$ cat src/rtl/irt_pkg.sv
package irt_pkg;
  localparam int IV_W = 13;

  typedef enum logic [1:0] {
    SRC_DECODER = 2'd0,
    SRC_BOTH    = 2'd1,
    SRC_FALL    = 2'd2,
    SRC_RISE    = 2'd3
  } trig_src_e;

  // Decides whether this cycle's events match the selected trigger source.
  function automatic logic trig_hit(trig_src_e src, logic rise, logic fall, logic dec);
    case (src)
      SRC_DECODER: return dec;
      SRC_BOTH:    return rise | fall;
      SRC_FALL:    return fall;
      default:     return rise;
    endcase
  endfunction

  // Next value of the interval counter: restart wins, otherwise saturate.
  function automatic logic [IV_W-1:0] iv_next(logic [IV_W-1:0] cur, logic restart,
                                              logic tick);
    if (restart) return '0;
    if (tick && (cur != {IV_W{1'b1}})) return cur + 1'b1;
    return cur;
  endfunction
endpackage

$ cat src/rtl/irt_sync.sv
module irt_sync #(
  parameter int STAGES = 2
) (
  input  logic clk,
  input  logic rst_n,
  input  logic din,
  output logic lvl,
  output logic prv,
  output logic rise,
  output logic fall
);
  logic [STAGES-1:0] shreg;

  // Reset to the idle level (high) so no edge is seen on release.
  always_ff @(posedge clk or negedge rst_n) begin
    if (!rst_n) begin
      shreg <= '1;
      prv   <= 1'b1;
    end else begin
      shreg <= {shreg[STAGES-2:0], din};
      prv   <= shreg[STAGES-1];
    end
  end

  assign lvl  = shreg[STAGES-1];
  assign rise = lvl & ~prv;
  assign fall = ~lvl & prv;
endmodule

$ cat src/rtl/irt_tick_gen.sv
module irt_tick_gen #(
  parameter int US_CYCLES = 24,
  parameter int BASE_W    = 12
) (
  input  logic              clk,
  input  logic              rst_n,
  input  logic              restart,
  input  logic [BASE_W-1:0] base,
  output logic              tick
);
  localparam int US_W = (US_CYCLES > 1) ? $clog2(US_CYCLES) : 1;
  localparam logic [US_W-1:0] US_LAST = US_W'(US_CYCLES - 1);

  logic [US_W-1:0]   us_cnt;
  logic [BASE_W-1:0] base_cnt;
  logic              us_stb;

  assign us_stb = (us_cnt == US_LAST);
  assign tick   = us_stb && (base_cnt >= base);

  always_ff @(posedge clk or negedge rst_n) begin
    if (!rst_n) begin
      us_cnt   <= '0;
      base_cnt <= '0;
    end else if (restart) begin
      us_cnt   <= '0;
      base_cnt <= '0;
    end else if (us_stb) begin
      us_cnt   <= '0;
      base_cnt <= tick ? '0 : base_cnt + 1'b1;
    end else begin
      us_cnt   <= us_cnt + 1'b1;
    end
  end
endmodule

$ cat src/rtl/irt_interval_cnt.sv
module irt_interval_cnt
  import irt_pkg::*;
(
  input  logic            clk,
  input  logic            rst_n,
  input  logic            run,
  input  logic            restart,
  input  logic            tick,
  output logic [IV_W-1:0] count
);
  always_ff @(posedge clk or negedge rst_n) begin
    if (!rst_n)    count <= '0;
    else if (!run) count <= '0;
    else           count <= iv_next(count, restart, tick);
  end
endmodule

$ cat src/rtl/ir_edge_timer.sv
module ir_edge_timer
  import irt_pkg::*;
#(
  parameter int US_CYCLES   = 24,
  parameter int BASE_W      = 12,
  parameter int SYNC_STAGES = 2
) (
  input  logic              clk,
  input  logic              rst_n,
  input  logic              ir_in,
  input  logic              dec_event,
  input  logic              cfg_enable,
  input  logic              cfg_clear,
  input  logic [BASE_W-1:0] cfg_base_time,
  input  logic [1:0]        cfg_edge_sel,
  output logic [IV_W-1:0]   cap_interval,
  output logic              cap_mark,
  output logic              irq
);
  // Named internal events, also observed by the checker.
  logic            line_lvl, line_prv;
  logic            rise_evt, fall_evt, edge_any;
  logic            run, tick, trig;
  logic [IV_W-1:0] iv_cnt;

  irt_sync #(.STAGES(SYNC_STAGES)) u_sync (
    .clk (clk), .rst_n (rst_n), .din (ir_in),
    .lvl (line_lvl), .prv (line_prv), .rise (rise_evt), .fall (fall_evt)
  );

  assign run      = cfg_enable & ~cfg_clear;
  assign edge_any = rise_evt | fall_evt;

  irt_tick_gen #(.US_CYCLES(US_CYCLES), .BASE_W(BASE_W)) u_tick (
    .clk (clk), .rst_n (rst_n), .restart (edge_any | ~run),
    .base (cfg_base_time), .tick (tick)
  );

  irt_interval_cnt u_iv (
    .clk (clk), .rst_n (rst_n), .run (run), .restart (edge_any),
    .tick (tick), .count (iv_cnt)
  );

  assign trig = run & trig_hit(trig_src_e'(cfg_edge_sel), rise_evt, fall_evt, dec_event);

  // The previous line level is the level of the segment that is ending or ongoing.
  always_ff @(posedge clk or negedge rst_n) begin
    if (!rst_n) begin
      cap_interval <= '0;
      cap_mark     <= 1'b0;
      irq          <= 1'b0;
    end else if (cfg_clear) begin
      cap_interval <= '0;
      cap_mark     <= 1'b0;
      irq          <= 1'b0;
    end else begin
      irq <= trig;
      if (trig) begin
        cap_interval <= iv_cnt;
        cap_mark     <= ~line_prv;
      end
    end
  end

  logic unused_lvl;
  assign unused_lvl = line_lvl;
endmodule

$ cat config.mk
export PLATFORM = sky130hd
export DESIGN_NAME = ir_edge_timer
export DESIGN_NICKNAME = d
export VERILOG_FILES = /design/src/rtl/irt_pkg.sv /design/src/rtl/irt_sync.sv /design/src/rtl/irt_tick_gen.sv /design/src/rtl/irt_interval_cnt.sv /design/src/rtl/ir_edge_timer.sv
export SDC_FILE = /design/constraint.sdc
export NUM_CORES = 1
export LEC_CHECK = 0
export ABC_AREA = 1
export ABC_CLOCK_PERIOD_IN_PS = 2000
export BUFFER_PORTS_ARGS = -buffer_cell sky130_fd_sc_hd__buf_2
export CAP_MARGIN = 20
export CORE_UTILIZATION = 58
export CTS_CLUSTER_DIAMETER = 80
export DETAILED_ROUTE_END_ITERATION = 6
export PLACE_DENSITY_LB_ADDON = 0.25
export SLEW_MARGIN = 20
export SYNTH_ARGS = -nofsm -noshare
export SYNTH_HDL_FRONTEND = slang
export SYNTH_SLANG_ARGS = --single-unit
export TNS_END_PERCENT = 1
$ cat constraint.sdc
create_clock -name clk -period 2 [get_ports clk]
set_input_delay 0.4 -clock clk [delete_from_list [all_inputs] [get_ports clk]]
set_output_delay 0.4 -clock clk [all_outputs]
set_load 0.01 [all_outputs]
# Word level (Yosys, flattened, before mapping)
# Index checks and enable logic that the tools add are counted.
[totals] inputBits=20 output_inout_bits=15 regBits=48 elab_cells=53
[classes] addsub=3 eq_ne=5 mux=21 n_bitwise=10 n_lt_le_gt_ge=1 n_reduce_logical=5
[op_table] operator="$mux W13" n=7
[op_table] operator="$mux W12" n=3
[op_table] operator="$add A13 B1 Y13 const B" n=1
[op_table] operator="$ne A13 B13 Y1 const B" n=1
[op_table] operator="$add A12 B1 Y12 const B" n=1
[op_table] operator="$ge A12 B12 Y1" n=1
[op_table] operator="$mux W5" n=2
[op_table] operator="$mux W1" n=8
[op_table] operator="$add A5 B1 Y5 const B" n=1
[op_table] operator="$eq A5 B5 Y1 const B" n=1
[op_table] operator="$and A1 B1 Y1" n=4
[op_table] operator="$not A1 Y1" n=4
[op_table] operator="$reduce_bool A2 Y1" n=2
[op_table] operator="$ne A3 B1 Y1 const B" n=1
[op_table] operator="$pmux W1 S3" n=1
[op_table] operator="$eq A2 B1 Y1 const B" n=1
[op_table] operator="$eq A2 B2 Y1 const B" n=1
[op_table] operator="$logic_and A1 B1 Y1" n=2
[op_table] operator="$logic_not A2 Y1" n=1
[op_table] operator="$or A1 B1 Y1" n=2

# Depth between registers and ports, before layout
[depth] depth_word=10 ltp_mapped=14 depth_no_buf=14

# Cells and area by module
# Synthesis repeated with hierarchy kept, for this count alone.
[hier_totals] hier_cells=371 area_unflattened_um2=2954.1
[modules_own_cells] mod="irt_tick_gen" cells_per_inst=171 seq_area_each_um2=425.4 area_per_inst_um2=1244.9 instances=1
[modules_own_cells] mod="irt_interval_cnt" cells_per_inst=114 seq_area_each_um2=325.3 area_per_inst_um2=823.3 instances=1
[modules_own_cells] mod="ir_edge_timer" cells_per_inst=79 seq_area_each_um2=375.4 area_per_inst_um2=792.0 instances=1
[modules_own_cells] mod="irt_sync" cells_per_inst=7 seq_area_each_um2=78.8 area_per_inst_um2=93.8 instances=1

# Worst setup path after synthesis
# OpenSTA, ideal clock, no wires.
[synth_path] kind="reg2reg" start="register u_sync.shreg[1]" end="register u_tick.base_cnt[4]" required_ps=1877 setup_time_ps=123 setup_slack_ps=162 arrival_ps=1715 path_stages_with_launch=11 path_buffers=2 period_less_slack_ps=1838 path_cell_list="dfstp_2 -> inv_1 -> ha_1 -> buf_4 -> inv_1 -> nor2_4 -> nand2_1 -> buf_4 -> nand4_1 -> xor2_1 -> nor2_1"
[synth_between] elab_chain_cells=5 elab_cells_between_ends=7 classes_between="mux (1); bitwise (5); reduce/logical (1)"
[synth_rtl] item="start: declaration" line_no="irt_sync.sv:12" text="logic [STAGES-1:0] shreg;"
[synth_rtl] item="start signal: assignment" line_no="irt_sync.sv:20" text="shreg <= {shreg[STAGES-2:0], din};"
[synth_rtl] item="$not A1 Y1" line_no="irt_sync.sv:27" text="assign fall = ~lvl & prv;"
[synth_rtl] item="$and A1 B1 Y1" line_no="irt_sync.sv:27"
[synth_rtl] item="$or A1 B1 Y1 *" line_no="ir_edge_timer.sv:32" text="assign edge_any = rise_evt | fall_evt;"
[synth_rtl] item="$or A1 B1 Y1 *" line_no="ir_edge_timer.sv:35" text=".clk (clk), .rst_n (rst_n), .restart (edge_any | ~run),"
[synth_rtl] item="$mux W12 or $reduce_bool A2 Y1 (tied branches)"
[synth_rtl] item="end signal: assignment" line_no="irt_tick_gen.sv:30" text="base_cnt <= tick ? '0 : base_cnt + 1'b1;"
[synth_rtl] item="end: declaration" line_no="irt_tick_gen.sv:15" text="logic [BASE_W-1:0] base_cnt;"
# Mark *: on every way between the ends. The rest lies on a longest branch, timed or not.
# A chain may end at the register's enable or synchronous reset.

# Final worst setup path
[layout_path] start="register u_tick.base_cnt[11]" end="register u_iv.count[2]"
[layout_between] elab_chain_cells=7 elab_cells_between_ends=11 classes_between="order compare (1); eq/ne (1); mux (7); reduce/logical (2)"
[layout_rtl] item="$ge A12 B12 Y1 *" line_no="irt_tick_gen.sv:19" text="assign tick = us_stb && (base_cnt >= base);"
[layout_rtl] item="$logic_and A1 B1 Y1 *" line_no="irt_tick_gen.sv:19"
[layout_rtl] item="$logic_and A1 B1 Y1 *" line_no="irt_pkg.sv:25" text="if (tick && (cur != {IV_W{1'b1}})) return cur + 1'b1;"
[layout_rtl] item="$mux W1 or $mux W13 (tied branches)" line_no="irt_pkg.sv:25"
[layout_rtl] item="$mux W1 or $mux W13 (tied branches)" line_no="irt_pkg.sv:25, irt_pkg.sv:26"
[layout_rtl] item="$mux W1 or $mux W13 (tied branches)" line_no="irt_interval_cnt.sv:13, irt_pkg.sv:25"
[layout_rtl] item="$ne A3 B1 Y1 (no source line) or $mux W13 (tied branches)"
[layout_rtl] item="end signal: assignment" line_no="irt_interval_cnt.sv:14" text="else count <= iv_next(count, restart, tick);"
[layout_rtl] item="end: declaration" line_no="irt_interval_cnt.sv:9" text="output logic [IV_W-1:0] count"
# Mark *: on every way between the ends. The rest lies on a longest branch, timed or not. The select of a mux whose other input is x is not followed.

==> impl_results.md <==
* Fin crit share at 0.946
* Drt total wl at 5880 um
* Startpoint types: flop
* Max_slew headroom at 0.679
* Final min period at 1.89 ns
* Crit path max fanout at 7
* Largest net degree at the start of global routing at 29
* DP HPWL at ~4300 um
* First-pass GRT wire length at roughly 10000 um
* Share of cells above drive strength 1 at 0.190
* Yosys synthesis warning count at 0
* Die Y-Extent at 70.8 um
* Total power draw at 1.86 mW
* Vias at between 2000 and 2500
* Sw frac at 0.226
* Gr ovfl total at 0
* Number of I/O port buffers at 34
* Endpoint class of the critical path: flop
* Synth Cell Area at around 0.0027 mm^2
* WHS at 0.0380 ns
* Top-area cell type share of the netlist area at 0.410
* Combinational power share at 0.075
* Final cell count without fillers at about 440
* Setup_tns at 0 ns
* Placed insts at roughly 430
* Maximum VDD drop at about 0.44 mV
* WP data required at about 2.2 ns
* Vias per cell at around 5.4
* Clock buffer depth at 2
* Reg clk slew, reported paths at approximately 0.09 ns
* CTS tree: yes
* Antenna violations before repair at 0
* Core Box Area at roughly 0.0044 mm^2
* Gr usage total at 0.263
* Worst path slowest cell: dfrtp_1
* Cell count after synthesis at approximately 340
* Seq pwr share at 0.529
* Pleak at approximately 1.7 nW
* Final Hold Fails at 0
* RSZ-0062 raised after global routing: yes
* Die area at approximately 0.005 mm^2
* ANT cells at 0
* Clock sink count at 48
* Total CTS buffers at 5
* Power Dens Cells at approximately 580 mW/mm^2
* R2R setup slack at about 0.11 ns
* Clock Skews at about 0.011 ns
* Clock network power share at 0.396
* Cell repeated most along the worst path: nand2_1
* Worst skew pair latency at 0.31 ns
* Post-synthesis net count at around 380
* Critical Path AT at 2.10 ns
* Fmax at ~530 MHz
* Starting Density at 0.618
* Register area share after synthesis at 0.439
* Number of max-cap violations at 0
* Iteration-0 DRC Markers at roughly 160
* Final #Nets at between 400 and 500
* Die width at 70.8 um
* Std-Cell Rows at 24
* DR pass1 iterations at 6
* Unique masters post-synth at 28
* Vias in the first global route at approximately 2300
* Tightest Pin Transition at slightly below 0.5 ns
* Clock root cell: clkbuf_8
* HP Class: input port to async pin
* Post-route ant nets at 0
* Cell internal pwr at approximately 1.4 mW
* Final setup viols at 0
* Status: finished clean
* Area delta synth->final at 16.6%
* Synthesized flop and latch total at between 40 and 50
* Fin util at 0.720
* WL/cell at approximately 13 um
* Worst Path Class, Setup: flop to flop
* Fin. max-slew vios at 0
* I/O pin total at 35
* Synth top area cells: dfrtp_1 41%, nand2_1 11%, ha_1 7.7%
* Synth Area per Inst at roughly 8 um^2
* Final Wtd Congestion at approximately 0.97
* Worst-path cell chain: ha_4 > nand2_1 > nor2_2 > nand2_1 > nor2_1 > nand2_1 > nand2_4 > nand3_4 > nand2_8 > inv_4 > nand2_1 > nand2_1
* Number of H-tree levels at 2
* Post-synth top area cell: dfrtp_1
* DRC at 0
* NetSw at around 420 uW
* Slowest stage delay, CP at 0.45 ns
## Yosys cell counts
library cell / number
nand4_1: 6
nor3b_1: 1
dfstp_2: 3
buf_4: 3
dfrtp_1: 45
o22ai_1: 3
nand3_4: 1
nand4_4: 1
a21oi_1: 8
xnor2_1: 3
inv_2: 3
buf_2: 2
xor2_1: 10
nor3_2: 1
nand3_1: 33
nor2_1: 33
nand2_4: 2
buf_1: 1
inv_4: 1
o21ai_1: 3
nor2_4: 2
o21ai_2: 2
ha_1: 17
inv_1: 51
nand2_1: 82
nand4_2: 1
o21ai_0: 18
nor3_1: 8
## final timing paths
check	start	to	cells past startpoint
worst min register to register	u_sync.shreg[0]$_DFF_PN1_	u_sync.shreg[1]$_DFF_PN1_	0
worst max register to register	u_tick.base_cnt[11]$_DFFE_PN0P_	u_iv.count[2]$_DFFE_PN0P_	12
max in group asynchronous	rst_n	u_sync.prv$_DFF_PN1_	2
worst max-delay path	u_tick.base_cnt[11]$_DFFE_PN0P_	u_iv.count[2]$_DFFE_PN0P_	12
worst min-delay path	rst_n	u_tick.base_cnt[7]$_DFFE_PN0P_	1
min in group clk	ir_in	u_sync.shreg[0]$_DFF_PN1_	1
## cell families after synthesis
logic type / synth area share
AND/OR/NAND/NOR: 0.287
buffers and inverters: 0.0893
flip-flops: 0.439
AO/OA/AOI/OAI: 0.0661
adder cells (fa/ha/maj): 0.0774
XOR/XNOR: 0.0415
## power groups by stage
stage               Combinational (mW)  Clock [mW]  Sequential, mW
floorplan                       0.0668           0            1.00
global placement                 0.132           0            1.00
detailed placement               0.135           0            1.00
CTS                              0.136       0.742           0.983
global route                     0.159       0.782           0.984
finish                           0.139       0.736           0.983
## cell type report
type,instances,area (um^2)
inverters,55,209
clock buffers,6,82.6
well taps,52,65.1
clock inverters,2,38.8
repair buffers,42,255
multi-input cells,236,1350
fillers,338,1240
flip-flops and latches,48,1200
## state kept, by name (all words and copies together) (netlist names)
| register | cells |
|---|---|
| cap_interval | 13 |
| cap_mark | 1 |
| irq | 1 |
| u_iv.count | 13 |
| u_sync.prv | 1 |
| u_sync.shreg | 2 |
| u_tick.base_cnt | 12 |
| u_tick.us_cnt | 5 |
## metrics by stage
stage / instance area (um^2) / setup slack [ns]
6_report: 3200 / 0.108
5_1_grt: 3200 / -0.0296
4_1_cts: 3140 / 0.0398
3_5_place_dp: 3020 / 0.00416
3_3_place_gp: 3020 / 0.0851
2_1_floorplan: 2750 / 0.162
## routing by layer
metal / up-vias / part of all wire / routed length (um) / track usage
li1: 1186 / - / - / -
met1: 1124 / 0.46 / 2720 / 0.372
met2: 75 / 0.46 / 2720 / 0.390
met3: 9 / 0.060 / 354 / 0.0698
met4: 0 / 0.015 / 88 / 0.100
met5: - / 0 / 0 / 0
## cells in the final DEF (no fill, tap or decap), drive strengths merged
cell,synthesis,final
o22ai,3,3
buf,6,42
nor2,35,35
nor3b,1,1
inv,55,55
xor2,10,10
clkbuf,0,6
clkinv,0,1
a21oi,8,8
ha,17,17
o21ai,23,23
nor3,9,9
xnor2,3,3
nand2,84,84
dfrtp,45,45
bufinv,0,1
nand3,34,35
nand4,8,8
dfstp,3,3
## repair_timing
item / in CTS / in global routing
hold buffers: 0 / 0
setup buffers: 0 / 1
setup endpoints to repair: 0 / 26
gates resized for setup: 0 / 7
hold endpoints to repair: 0 / 0
## worst max-delay path, delay by kind of cell, from the launching register on
kind                       cells  cell delay [ns]
and+or+nand+nor               10             0.99
adders and majority gates      1             0.29
buffers and inverters          1             0.05
DFF                            1             0.45
(Power assumes the default switching activity.)
